File: src/rtl/sram_ctl_pkg.sv
package sram_ctl_pkg;

  typedef enum logic [1:0] {
    ST_IDLE    = 2'd0,
    ST_READ    = 2'd1,
    ST_WRITE   = 2'd2,
    ST_RECOVER = 2'd3
  } seq_state_e;

  // Round a nanosecond limit up to whole clock cycles, never below one.
  function automatic int ns_to_cycles(input int t_ns, input int clk_ns);
    int c;
    c = (t_ns + clk_ns - 1) / clk_ns;
    if (c < 1) c = 1;
    return c;
  endfunction

  function automatic int imax(input int a, input int b);
    return (a > b) ? a : b;
  endfunction

endpackage

File: src/rtl/sram_ctl_turn.sv
module sram_ctl_turn #(
  parameter int N_HZ = 3
) (
  input  logic clk,
  input  logic rst,
  input  logic oe_n,
  input  logic dq_oe,
  output logic drive_ok
);
  localparam int GAP_W = (N_HZ < 1) ? 1 : $clog2(N_HZ + 1);
  localparam logic [GAP_W-1:0] GAP_FULL = GAP_W'(N_HZ);

  logic [GAP_W-1:0] gap_q;
  logic [GAP_W-1:0] gap_nx;

  // Counts whole cycles with output-enable released, saturating at the limit.
  always_comb begin
    if (!oe_n)              gap_nx = '0;
    else if (gap_q == GAP_FULL) gap_nx = gap_q;
    else                    gap_nx = gap_q + 1'b1;
  end

  assign drive_ok = (gap_nx >= GAP_FULL);

  always_ff @(posedge clk) begin
    if (rst) gap_q <= GAP_FULL;
    else     gap_q <= gap_nx;
  end

  // data is only driven once the memory has had time to let go of the bus
  p_turnaround_r6: assert property (@(posedge clk) disable iff (rst)
    dq_oe |-> (gap_q >= GAP_FULL));

endmodule

File: src/rtl/sram_ctl_rdcap.sv
module sram_ctl_rdcap #(
  parameter int DATA_W = 8
) (
  input  logic              clk,
  input  logic              rst,
  input  logic              cap_en,
  input  logic [DATA_W-1:0] din,
  output logic              done,
  output logic [DATA_W-1:0] rdata
);
  always_ff @(posedge clk) begin
    if (rst) begin
      done  <= 1'b0;
      rdata <= '0;
    end else begin
      done <= cap_en;
      if (cap_en) rdata <= din;
    end
  end

  // done lasts a single cycle
  p_done_pulse_r4: assert property (@(posedge clk) disable iff (rst)
    done |=> !done);

endmodule

File: src/rtl/sram_ctl_seq.sv
module sram_ctl_seq
  import sram_ctl_pkg::*;
#(
  parameter int ADDR_W = 13,
  parameter int DATA_W = 8,
  parameter int N_RD   = 7,
  parameter int N_WL   = 6,
  parameter int N_WC   = 7,
  parameter int N_DW   = 3,
  parameter int CNT_W  = 6
) (
  input  logic              clk,
  input  logic              rst,
  input  logic              req_valid,
  input  logic              req_write,
  input  logic [ADDR_W-1:0] req_addr,
  input  logic [DATA_W-1:0] req_wdata,
  input  logic              drive_ok,
  output logic              req_ready,
  output logic              cap_en,
  output logic [ADDR_W-1:0] sram_addr,
  output logic              ce_n,
  output logic              oe_n,
  output logic              we_n,
  output logic [DATA_W-1:0] dq_out,
  output logic              dq_oe
);
  localparam logic [CNT_W-1:0] RD_LAST = CNT_W'(N_RD);
  localparam logic [CNT_W-1:0] WL_MIN  = CNT_W'(N_WL);
  localparam logic [CNT_W-1:0] WC_MIN  = CNT_W'(N_WC);
  localparam logic [CNT_W-1:0] DW_MIN  = CNT_W'(N_DW);

  seq_state_e       state;
  logic [CNT_W-1:0] cnt;       // index of the current access cycle, first = 1
  logic [CNT_W-1:0] dcnt;      // driven cycles completed before this one
  logic [CNT_W-1:0] dcnt_done;
  logic             we_end;

  assign dcnt_done = dcnt + {{(CNT_W-1){1'b0}}, dq_oe};
  assign we_end    = (cnt >= WL_MIN) && (dcnt_done >= DW_MIN);
  assign cap_en    = (state == ST_READ) && (cnt == RD_LAST);

  always_ff @(posedge clk) begin
    if (rst) begin
      state     <= ST_IDLE;
      req_ready <= 1'b1;
      ce_n      <= 1'b1;
      oe_n      <= 1'b1;
      we_n      <= 1'b1;
      dq_oe     <= 1'b0;
      dq_out    <= '0;
      sram_addr <= '0;
      cnt       <= '0;
      dcnt      <= '0;
    end else begin
      case (state)
        ST_IDLE: begin
          if (req_valid) begin
            req_ready <= 1'b0;
            sram_addr <= req_addr;
            ce_n      <= 1'b0;
            cnt       <= CNT_W'(1);
            dcnt      <= '0;
            if (req_write) begin
              dq_out <= req_wdata;
              we_n   <= 1'b0;
              dq_oe  <= drive_ok;
              state  <= ST_WRITE;
            end else begin
              oe_n  <= 1'b0;
              state <= ST_READ;
            end
          end
        end
        ST_READ: begin
          if (cnt == RD_LAST) begin
            ce_n      <= 1'b1;
            oe_n      <= 1'b1;
            req_ready <= 1'b1;
            state     <= ST_IDLE;
          end else begin
            cnt <= cnt + 1'b1;
          end
        end
        ST_WRITE: begin
          cnt  <= cnt + 1'b1;
          dcnt <= dcnt_done;
          if (we_end) begin
            we_n  <= 1'b1;
            ce_n  <= 1'b1;
            dq_oe <= 1'b0;
            if (cnt >= WC_MIN) begin
              req_ready <= 1'b1;
              state     <= ST_IDLE;
            end else begin
              state <= ST_RECOVER;
            end
          end else begin
            dq_oe <= dq_oe | drive_ok;
          end
        end
        ST_RECOVER: begin
          cnt <= cnt + 1'b1;
          if (cnt >= WC_MIN) begin
            req_ready <= 1'b1;
            state     <= ST_IDLE;
          end
        end
        default: state <= ST_IDLE;
      endcase
    end
  end

  // idle means standby and a released bus
  p_standby_r2: assert property (@(posedge clk) disable iff (rst)
    req_ready |-> (ce_n && oe_n && we_n && !dq_oe));

  // output-enable low only in the read encoding
  p_read_enc_r3: assert property (@(posedge clk) disable iff (rst)
    !oe_n |-> (!ce_n && we_n && !dq_oe));

  // output-enable stays high through a write
  p_write_enc_r5: assert property (@(posedge clk) disable iff (rst)
    !we_n |-> (oe_n && !ce_n));

  // drivers only on while write-enable is low
  p_drive_in_write_r6: assert property (@(posedge clk) disable iff (rst)
    dq_oe |-> !we_n);

  // drivers let go on the edge write-enable rises
  p_release_r6: assert property (@(posedge clk) disable iff (rst)
    $rose(we_n) |-> !dq_oe);

  // address held for the whole access
  p_addr_hold_r10: assert property (@(posedge clk) disable iff (rst)
    (!req_ready && $past(!req_ready)) |-> $stable(sram_addr));

endmodule

File: src/rtl/sram_ctl.sv
module sram_ctl
  import sram_ctl_pkg::*;
#(
  parameter int CLK_NS  = 10,
  parameter int ADDR_W  = 13,
  parameter int DATA_W  = 8,
  parameter int T_RC_NS = 70,
  parameter int T_AA_NS = 70,
  parameter int T_OE_NS = 35,
  parameter int T_WP_NS = 50,
  parameter int T_CW_NS = 60,
  parameter int T_AW_NS = 60,
  parameter int T_WC_NS = 70,
  parameter int T_DW_NS = 30,
  parameter int T_HZ_NS = 25
) (
  input  logic              clk,
  input  logic              rst,
  input  logic              req_valid,
  output logic              req_ready,
  input  logic              req_write,
  input  logic [ADDR_W-1:0] req_addr,
  input  logic [DATA_W-1:0] req_wdata,
  output logic              rsp_done,
  output logic [DATA_W-1:0] rsp_rdata,
  output logic [ADDR_W-1:0] sram_addr,
  output logic              sram_ce_n,
  output logic              sram_oe_n,
  output logic              sram_we_n,
  output logic [DATA_W-1:0] sram_dq_out,
  output logic              sram_dq_oe,
  input  logic [DATA_W-1:0] sram_dq_in
);
  localparam int N_RD = imax(imax(ns_to_cycles(T_RC_NS, CLK_NS),
                                  ns_to_cycles(T_AA_NS, CLK_NS)),
                             ns_to_cycles(T_OE_NS, CLK_NS));
  localparam int N_WL = imax(ns_to_cycles(T_WP_NS, CLK_NS),
                             imax(ns_to_cycles(T_CW_NS, CLK_NS),
                                  ns_to_cycles(T_AW_NS, CLK_NS)));
  localparam int N_WC = ns_to_cycles(T_WC_NS, CLK_NS);
  localparam int N_DW = ns_to_cycles(T_DW_NS, CLK_NS);
  localparam int N_HZ = ns_to_cycles(T_HZ_NS, CLK_NS);
  localparam int CNT_MAX = N_RD + N_WL + N_WC + N_DW + N_HZ + 2;
  localparam int CNT_W   = $clog2(CNT_MAX + 1);

  logic drive_ok;
  logic cap_en;

  sram_ctl_turn #(.N_HZ(N_HZ)) u_turn (
    .clk      (clk),
    .rst      (rst),
    .oe_n     (sram_oe_n),
    .dq_oe    (sram_dq_oe),
    .drive_ok (drive_ok)
  );

  sram_ctl_seq #(
    .ADDR_W (ADDR_W),
    .DATA_W (DATA_W),
    .N_RD   (N_RD),
    .N_WL   (N_WL),
    .N_WC   (N_WC),
    .N_DW   (N_DW),
    .CNT_W  (CNT_W)
  ) u_seq (
    .clk       (clk),
    .rst       (rst),
    .req_valid (req_valid),
    .req_write (req_write),
    .req_addr  (req_addr),
    .req_wdata (req_wdata),
    .drive_ok  (drive_ok),
    .req_ready (req_ready),
    .cap_en    (cap_en),
    .sram_addr (sram_addr),
    .ce_n      (sram_ce_n),
    .oe_n      (sram_oe_n),
    .we_n      (sram_we_n),
    .dq_out    (sram_dq_out),
    .dq_oe     (sram_dq_oe)
  );

  sram_ctl_rdcap #(.DATA_W(DATA_W)) u_rdcap (
    .clk    (clk),
    .rst    (rst),
    .cap_en (cap_en),
    .din    (sram_dq_in),
    .done   (rsp_done),
    .rdata  (rsp_rdata)
  );

  // never drive against a memory that has its outputs enabled
  p_no_fight_r6: assert property (@(posedge clk) disable iff (rst)
    sram_dq_oe |-> sram_oe_n);

  // a new access begins only from an accepted request
  p_accept_r8: assert property (@(posedge clk) disable iff (rst)
    $fell(sram_ce_n) |-> $past(req_valid && req_ready));

endmodule

File: config.mk
export PLATFORM = sky130hd
export DESIGN_NAME = sram_ctl
export DESIGN_NICKNAME = d
export VERILOG_FILES = /design/src/rtl/sram_ctl_pkg.sv /design/src/rtl/sram_ctl_turn.sv /design/src/rtl/sram_ctl_rdcap.sv /design/src/rtl/sram_ctl_seq.sv /design/src/rtl/sram_ctl.sv
export SDC_FILE = /design/constraint.sdc
export NUM_CORES = 1
export LEC_CHECK = 0
export ABC_CLOCK_PERIOD_IN_PS = 2710
export BUFFER_PORTS_ARGS = -buffer_cell sky130_fd_sc_hd__buf_4
export CORE_MARGIN = 8
export CORE_UTILIZATION = 45
export CTS_BUF_LIST = sky130_fd_sc_hd__clkbuf_8 sky130_fd_sc_hd__clkbuf_16
export CTS_CLUSTER_SIZE = 30
export DETAILED_ROUTE_END_ITERATION = 7
export PLACE_DENSITY = 0.7
export SYNTH_ARGS = -nofsm -noshare
export SYNTH_HDL_FRONTEND = slang
export SYNTH_SLANG_ARGS = --single-unit
File: constraint.sdc
create_clock -name clk -period 2.71 [get_ports clk]
set_input_delay 0.1355 -clock clk [delete_from_list [all_inputs] [get_ports clk]]
set_output_delay 0.1355 -clock clk [all_outputs]
set_load 0.1 [all_outputs]
### Word level (Yosys, flattened, before mapping)

Cells that the tools add are included.

* reductions and logical operators: 17
* bitwise logic cells: 1
* multiplexer cells: 31
* multiply operators: 0
* add/subtract/negate cells: 3
* eq/ne operators: 12
* magnitude comparators: 4
* divide/modulo/power cells: 0
* shifts and indexed selects: 0

Operators with widths (count)
* $mux W2: 8
* $reduce_and A4 Y1: 4
* $mux W5: 3
* $pmux W5 S3: 1
* $mux W1: 12
* $ge A5 B3 Y1 const B: 2
* $ne A2 B2 Y1 const B: 5
* $pmux W5 S2: 1
* $reduce_and A3 Y1: 3
* $pmux W2 S4: 1
* $eq A2 B2 Y1 const B: 3
* $pmux W1 S2: 3
* $reduce_and A2 Y1: 3
* $add A5 B1 Y5: 1
* $add A5 B1 Y5 const B: 1
* $eq A5 B3 Y1 const B: 1
* $ge A5 B2 Y1 const B: 1
* $ne A2 B1 Y1 const B: 2
* $pmux W1 S4: 1
* $reduce_bool A2 Y1: 2
* $pmux W1 S3: 1
* $reduce_bool A3 Y1: 1
* $add A2 B1 Y2 const B: 1
* $eq A2 B1 Y1 const B: 1
* 5 further kinds: 6

* latch bits: 0
* memory bits (writable): 0
* bits of input ports: 33
* output and inout bits: 35
* logic and storage cells: 81
* memories kept: 0
* memory bits (read-only): 0
* register bits: 49

### Logic depth before layout (Yosys ltp)

* depth after elaboration: 7
* depth in mapped cells: 8
* depth with buffers taken out: 7

### Hierarchy

Synthesis repeated with hierarchy kept, for this count alone.

* cells, all modules: 252
* area, all modules: 2152.1 um^2

Modules (own cells, without submodules)
* sram_ctl_seq: times used 1, sequential area each 760.7 um^2, cells an instance 217, area each 1766.7 um^2
* sram_ctl_rdcap: times used 1, sequential area each 180.2 um^2, cells an instance 28, area each 312.8 um^2
* sram_ctl_turn: times used 1, sequential area each 40.0 um^2, cells an instance 7, area each 72.6 um^2

### Worst setup path after synthesis

OpenSTA, ideal clock, no wires.

* path kind: register -> register
* from: reg u_seq.dq_oe
* to: reg u_seq.state[1]
* cell stages (with the launch flop): 8
* required time: 2.591 ns
* path slack: 0.149 ns
* setup time: 0.119 ns
* arrival time: 2.442 ns
* path buffers: 0
* clock period less this slack: 2.561 ns
* path through: dfxtp_1 ha_1 ha_1 nand3b_1 a22oi_4 a31oi_4 and3_1 o221a_1

* word-level cells in the longest chain between the ends: 5

RTL lines
* from (decl): line sram_ctl_seq.sv:26 `output logic dq_oe`
* from (signal assigned): line sram_ctl_seq.sv:67 `dq_oe <= drive_ok;`
* from (signal assigned): line sram_ctl_seq.sv:99 `dq_oe <= dq_oe | drive_ok;`
* $add A5 B1 Y5: line sram_ctl_seq.sv:39 `assign dcnt_done = dcnt + {{(CNT_W-1){1'b0}}, dq_oe};`
* $ge A5 B2 Y1: line sram_ctl_seq.sv:40 `assign we_end = (cnt >= WL_MIN) && (dcnt_done >= DW_MIN);`
* $logic_and A1 B1 Y1: line sram_ctl_seq.sv:40
* $ne A2 B1 Y1 (no source line)
* $reduce_and A4 Y1 (no source line)
* to (signal assigned): line sram_ctl_seq.sv:45 `state <= ST_IDLE;`
* to (signal assigned): line sram_ctl_seq.sv:68 `state <= ST_WRITE;`
* to (signal assigned): line sram_ctl_seq.sv:71 `state <= ST_READ;`
* to (decl): line sram_ctl_seq.sv:33 `seq_state_e state;`

No other way between the ends.
A chain may end at the register's enable or synchronous reset.

### Final worst setup path

* from: reg u_seq.state[1]
* to: reg u_seq.dq_oe

* word-level cells in the longest chain between the ends: 3
* elaborated cells between the ends (all ways): 7
* classes of those cells: eq/ne: 3; mux: 1; reduce/logical: 3

RTL lines
* $logic_not A2 Y1 or $eq A2 B2 Y1 (tied branches): line sram_ctl_seq.sv:56 `case (state)`
* $ne A2 B2 Y1 (no source line) or $reduce_bool A2 Y1 (tied branches)
* $reduce_and A3 Y1 (no source line)

Parallel ways exist; a longest one is shown, timed or not.

==> run_summary.xml <==
<?xml version="1.0" encoding="UTF-8"?>
<metrics>
  <group name="outcome">
    <metric name="outcome" unit="">complete, no violations</metric>
  </group>
  <group name="synth">
    <metric name="synth_net_count" unit="">302</metric>
    <metric name="synth_ff_type" unit="">sky130_fd_sc_hd__dfxtp_1</metric>
    <metric name="syn_avg_cell_area" unit="sq um">8.42</metric>
    <metric name="syn-instance-count" unit="">261</metric>
    <metric name="synth_largest_type_area_fraction" unit="">0.446</metric>
    <metric name="post_synth_instance_area" unit="sq um">2200</metric>
    <metric name="ys_seq_elements" unit="">49</metric>
    <metric name="yosys-top-cells-area" unit="">sky130_fd_sc_hd__dfxtp_1, sky130_fd_sc_hd__nand2_1, sky130_fd_sc_hd__a21oi_1</metric>
    <metric name="synth.cells.most_frequent" unit="">sky130_fd_sc_hd__nand2_1, sky130_fd_sc_hd__dfxtp_1, sky130_fd_sc_hd__a21oi_1</metric>
    <metric name="synth_top_cell_by_area" unit="">sky130_fd_sc_hd__dfxtp_1</metric>
    <metric name="synth_cell_types" unit="">46</metric>
    <metric name="postSynth.asyncResetShare" unit="">0</metric>
    <metric name="synthMostInstantiatedCell" unit="">sky130_fd_sc_hd__nand2_1</metric>
    <metric name="ys_warn_count" unit="">0</metric>
    <metric name="yosysSeqAreaShare" unit="">0.446</metric>
    <metric name="synth_enable_flop_cells" unit="">0</metric>
  </group>
  <group name="setup_path">
    <metric name="timing.rr.end" unit="">u_seq.dq_oe</metric>
    <metric name="start_kind" unit="">flip-flop</metric>
    <metric name="worstRegToRegCells" unit="">6</metric>
    <metric name="cp_max_fo" unit="">15</metric>
    <metric name="crit_start" unit="">u_seq.state[1]</metric>
    <metric name="rrSetupSlack" unit="ps">610</metric>
    <metric name="critPathCaptureType" unit="">flip-flop</metric>
    <metric name="crit_path_end" unit="">u_seq.dq_oe</metric>
    <metric name="timing.setup.critical_path_class" unit="">reg -&gt; reg</metric>
    <metric name="crit_arrival" unit="ps">2280</metric>
    <metric name="timing.rr.start" unit="">u_seq.state[1]</metric>
    <metric name="critical_path_required" unit="ps">2880</metric>
  </group>
  <group name="hold_path">
    <metric name="timing.hold.worst.class" unit="">in -&gt; reg</metric>
  </group>
  <group name="clock_tree">
    <metric name="insertion_delay" unit="ps">300</metric>
    <metric name="clock-sinks" unit="">49</metric>
    <metric name="post_cts_buffers" unit="">0</metric>
    <metric name="cts_buffer_depth" unit="">2</metric>
    <metric name="h_tree_depth_reported_by_cts" unit="">2</metric>
    <metric name="numCtsBuffers" unit="">5</metric>
    <metric name="cts-root-buf" unit="">sky130_fd_sc_hd__clkbuf_8</metric>
    <metric name="cts_resized" unit="">0</metric>
    <metric name="worst_setup_hold_path_clk_slew" unit="ps">90</metric>
    <metric name="ctsHoldBuffers" unit="">0</metric>
    <metric name="tritoncts" unit="">yes</metric>
  </group>
  <group name="placed_design">
    <metric name="detailed_place_hpwl" unit="um">4050</metric>
    <metric name="placed_cells_incl_taps" unit="">381</metric>
    <metric name="gp_routability_congestion" unit="">0.785</metric>
    <metric name="buffer_ports.inserted" unit="">67</metric>
  </group>
  <group name="power">
    <metric name="switching_share" unit="">0.473</metric>
    <metric name="p_leak" unit="nW">1.24</metric>
    <metric name="worst_ir_drop_vdd" unit="mV">0.536</metric>
    <metric name="internal_power" unit="mW">1.28</metric>
    <metric name="power.share.clock" unit="">0.174</metric>
    <metric name="switching_power" unit="mW">1.15</metric>
    <metric name="power_frac_comb" unit="">0.461</metric>
    <metric name="power_dens_cells" unit="nW/um^2">870</metric>
    <metric name="seqPwrFrac" unit="">0.365</metric>
  </group>
  <group name="global_route">
    <metric name="global_route.usage.met1" unit="">0.189</metric>
    <metric name="grt_pass1_vias" unit="">1872</metric>
    <metric name="use_met3" unit="">0.0669</metric>
    <metric name="overflow" unit="">0</metric>
    <metric name="global_route_wire_length_before_repair" unit="um">9290</metric>
    <metric name="antenna_found_initial" unit="">0</metric>
    <metric name="grt_max_degree" unit="">47</metric>
    <metric name="global_route.usage.total" unit="">0.155</metric>
    <metric name="busiest_layer" unit="">met2</metric>
    <metric name="grtUsageMet2" unit="">0.242</metric>
  </group>
  <group name="route">
    <metric name="first_pass_iters" unit="">4</metric>
    <metric name="detailroute.via_count" unit="">1980</metric>
    <metric name="route.detailed.wl_per_inst" unit="um">14.5</metric>
    <metric name="dr.first_iter.drc_count" unit="">114</metric>
    <metric name="avgViaCountPerCell" unit="">5.09</metric>
    <metric name="wl" unit="um">5630</metric>
    <metric name="remaining_drc_errors" unit="">0</metric>
    <metric name="residual_antenna_violating_net_count_after_detailed_routing" unit="">0</metric>
  </group>
  <group name="floorplan">
    <metric name="placement_rows" unit="">25</metric>
    <metric name="floorplan.initialDensity" unit="">0.465</metric>
    <metric name="placeable_core_region" unit="sq um">4720</metric>
    <metric name="ioPinCount" unit="">68</metric>
    <metric name="die_w" unit="um">85.9</metric>
    <metric name="die_area" unit="sq um">7370</metric>
    <metric name="die_height" unit="um">85.9</metric>
  </group>
  <group name="sta">
    <metric name="maximum_clock_rate" unit="MHz">476</metric>
    <metric name="fin_crit" unit="ps">2100</metric>
    <metric name="slew_violations" unit="">0</metric>
    <metric name="rsz0062_at_grt" unit="">false</metric>
    <metric name="slew_headroom" unit="">0.581</metric>
    <metric name="setup_tns" unit="ps">0</metric>
    <metric name="timing.final.hold_violations" unit="">0</metric>
    <metric name="worst-slew-pin-transition" unit="ps">622</metric>
    <metric name="finalCritPeriodShare" unit="">0.776</metric>
    <metric name="final.setup_skew" unit="ps">5.07</metric>
    <metric name="setup_violations" unit="">0</metric>
  </group>
  <group name="final_layout">
    <metric name="syn_to_final_growth" unit="%">27.3</metric>
    <metric name="diodes" unit="">0</metric>
    <metric name="post_route_cells_drive_above_1_share" unit="">0.264</metric>
    <metric name="final_net_count" unit="">362</metric>
    <metric name="post_route_insts_no_fill" unit="">389</metric>
  </group>
  <group name="job">
    <metric name="timing.max_cap.violations" unit="">0</metric>
  </group>
</metrics>
[area by class of cell]
type                    count  area, sq um
inverters                   7         26.3
flip-flops and latches     49          981
repair buffers             68          510
clock buffers               5         68.8
fillers                   440         1930
clock inverters             3         15.0
well taps                  67         83.8
multi-input cells         190         1110
[how the worst min path moves through the flow]
| stage | start | end | slack (ps) | cells after the start |
|---|---|---|---|---|
| 2_1_floorplan | sram_dq_in[0] | u_rdcap.rdata[0] | 270 | 2 |
| 3_3_place_gp | sram_dq_in[5] | u_rdcap.rdata[5] | 380 | 3 |
| 3_5_place_dp | req_addr[12] | u_seq.sram_addr[12] | 390 | 3 |
| 4_1_cts | req_wdata[4] | u_seq.dq_out[4] | 60 | 3 |
| 5_1_grt | req_addr[7] | u_seq.sram_addr[7] | 60 | 3 |
| 6_report | req_addr[6] | u_seq.sram_addr[6] | 70 | 3 |
[routing by layer]
layer  vias to the layer above  share of wire
met4                         0         0.0096
li1                       1014              -
met3                         6          0.084
met2                        52           0.47
met5                         -              0
met1                       908           0.44
[registers in the layout (all words and copies together), names as in the netlist]
signal	flops
u_rdcap.done	1
u_rdcap.rdata	8
u_seq.ce_n	1
u_seq.cnt	5
u_seq.dcnt	5
u_seq.dq_oe	1
u_seq.dq_out	8
u_seq.oe_n	1
u_seq.req_ready	1
u_seq.sram_addr	13
u_seq.state	2
u_seq.we_n	1
u_turn.gap_q	2
[power by group through the flow]
stage	clock network (mW)	logic (mW)	registers (mW)
floorplan	0	0.397	1.39
global placement	0	1.13	0.900
detailed placement	0	1.13	0.906
CTS	0.437	1.13	0.890
global route	0.470	1.20	0.904
finish	0.424	1.12	0.889
[critical path, cell delays in order (launching register included)]
cell	delay [ps]
sky130_fd_sc_hd__dfxtp_1	370
sky130_fd_sc_hd__inv_1	100
sky130_fd_sc_hd__ha_1	390
sky130_fd_sc_hd__and2_1	560
sky130_fd_sc_hd__nand2_2	260
sky130_fd_sc_hd__o21ai_0	200
sky130_fd_sc_hd__a211oi_1	80
[metrics by stage]
stage / hold slack, ps / total power [mW] / util / worst slack (ps) / cell area (sq um)
floorplan: 272 / 1.79 / - / 149 / 2200
global route: 61.3 / 2.57 / 0.592 / 432 / 2800
detailed placement: 391 / 2.03 / 0.575 / 598 / 2710
CTS: 59.4 / 2.46 / 0.592 / 580 / 2800
global placement: 382 / 2.03 / 0.575 / 693 / 2710
finish: 66.3 / 2.43 / 0.592 / 608 / 2800
[layout by cell type (no fill, tap or decap), drive strengths merged, types with 3 or more instances in the layout]
master	count
ha	8
dfxtp	49
nand2	72
buf	68
a211oi	3
and3	5
nand3b	3
o21ai	7
nor2	16
nand3	5
nand4	4
a22oi	5
inv	9
a21oi	33
clkbuf	5
[logic make-up after synthesis]
group	count (synthesis)	share of synthesized area
AO/OA/AOI/OAI	63	0.196
XOR/XNOR	2	0.00797
adder cells (fa/ha/maj)	8	0.0456
buffers and inverters	22	0.0473
flip-flops	49	0.446
multiplexers	2	0.00911
AND/OR/NAND/NOR	115	0.247
No activity file was read; power rests on OpenSTA's default activity.
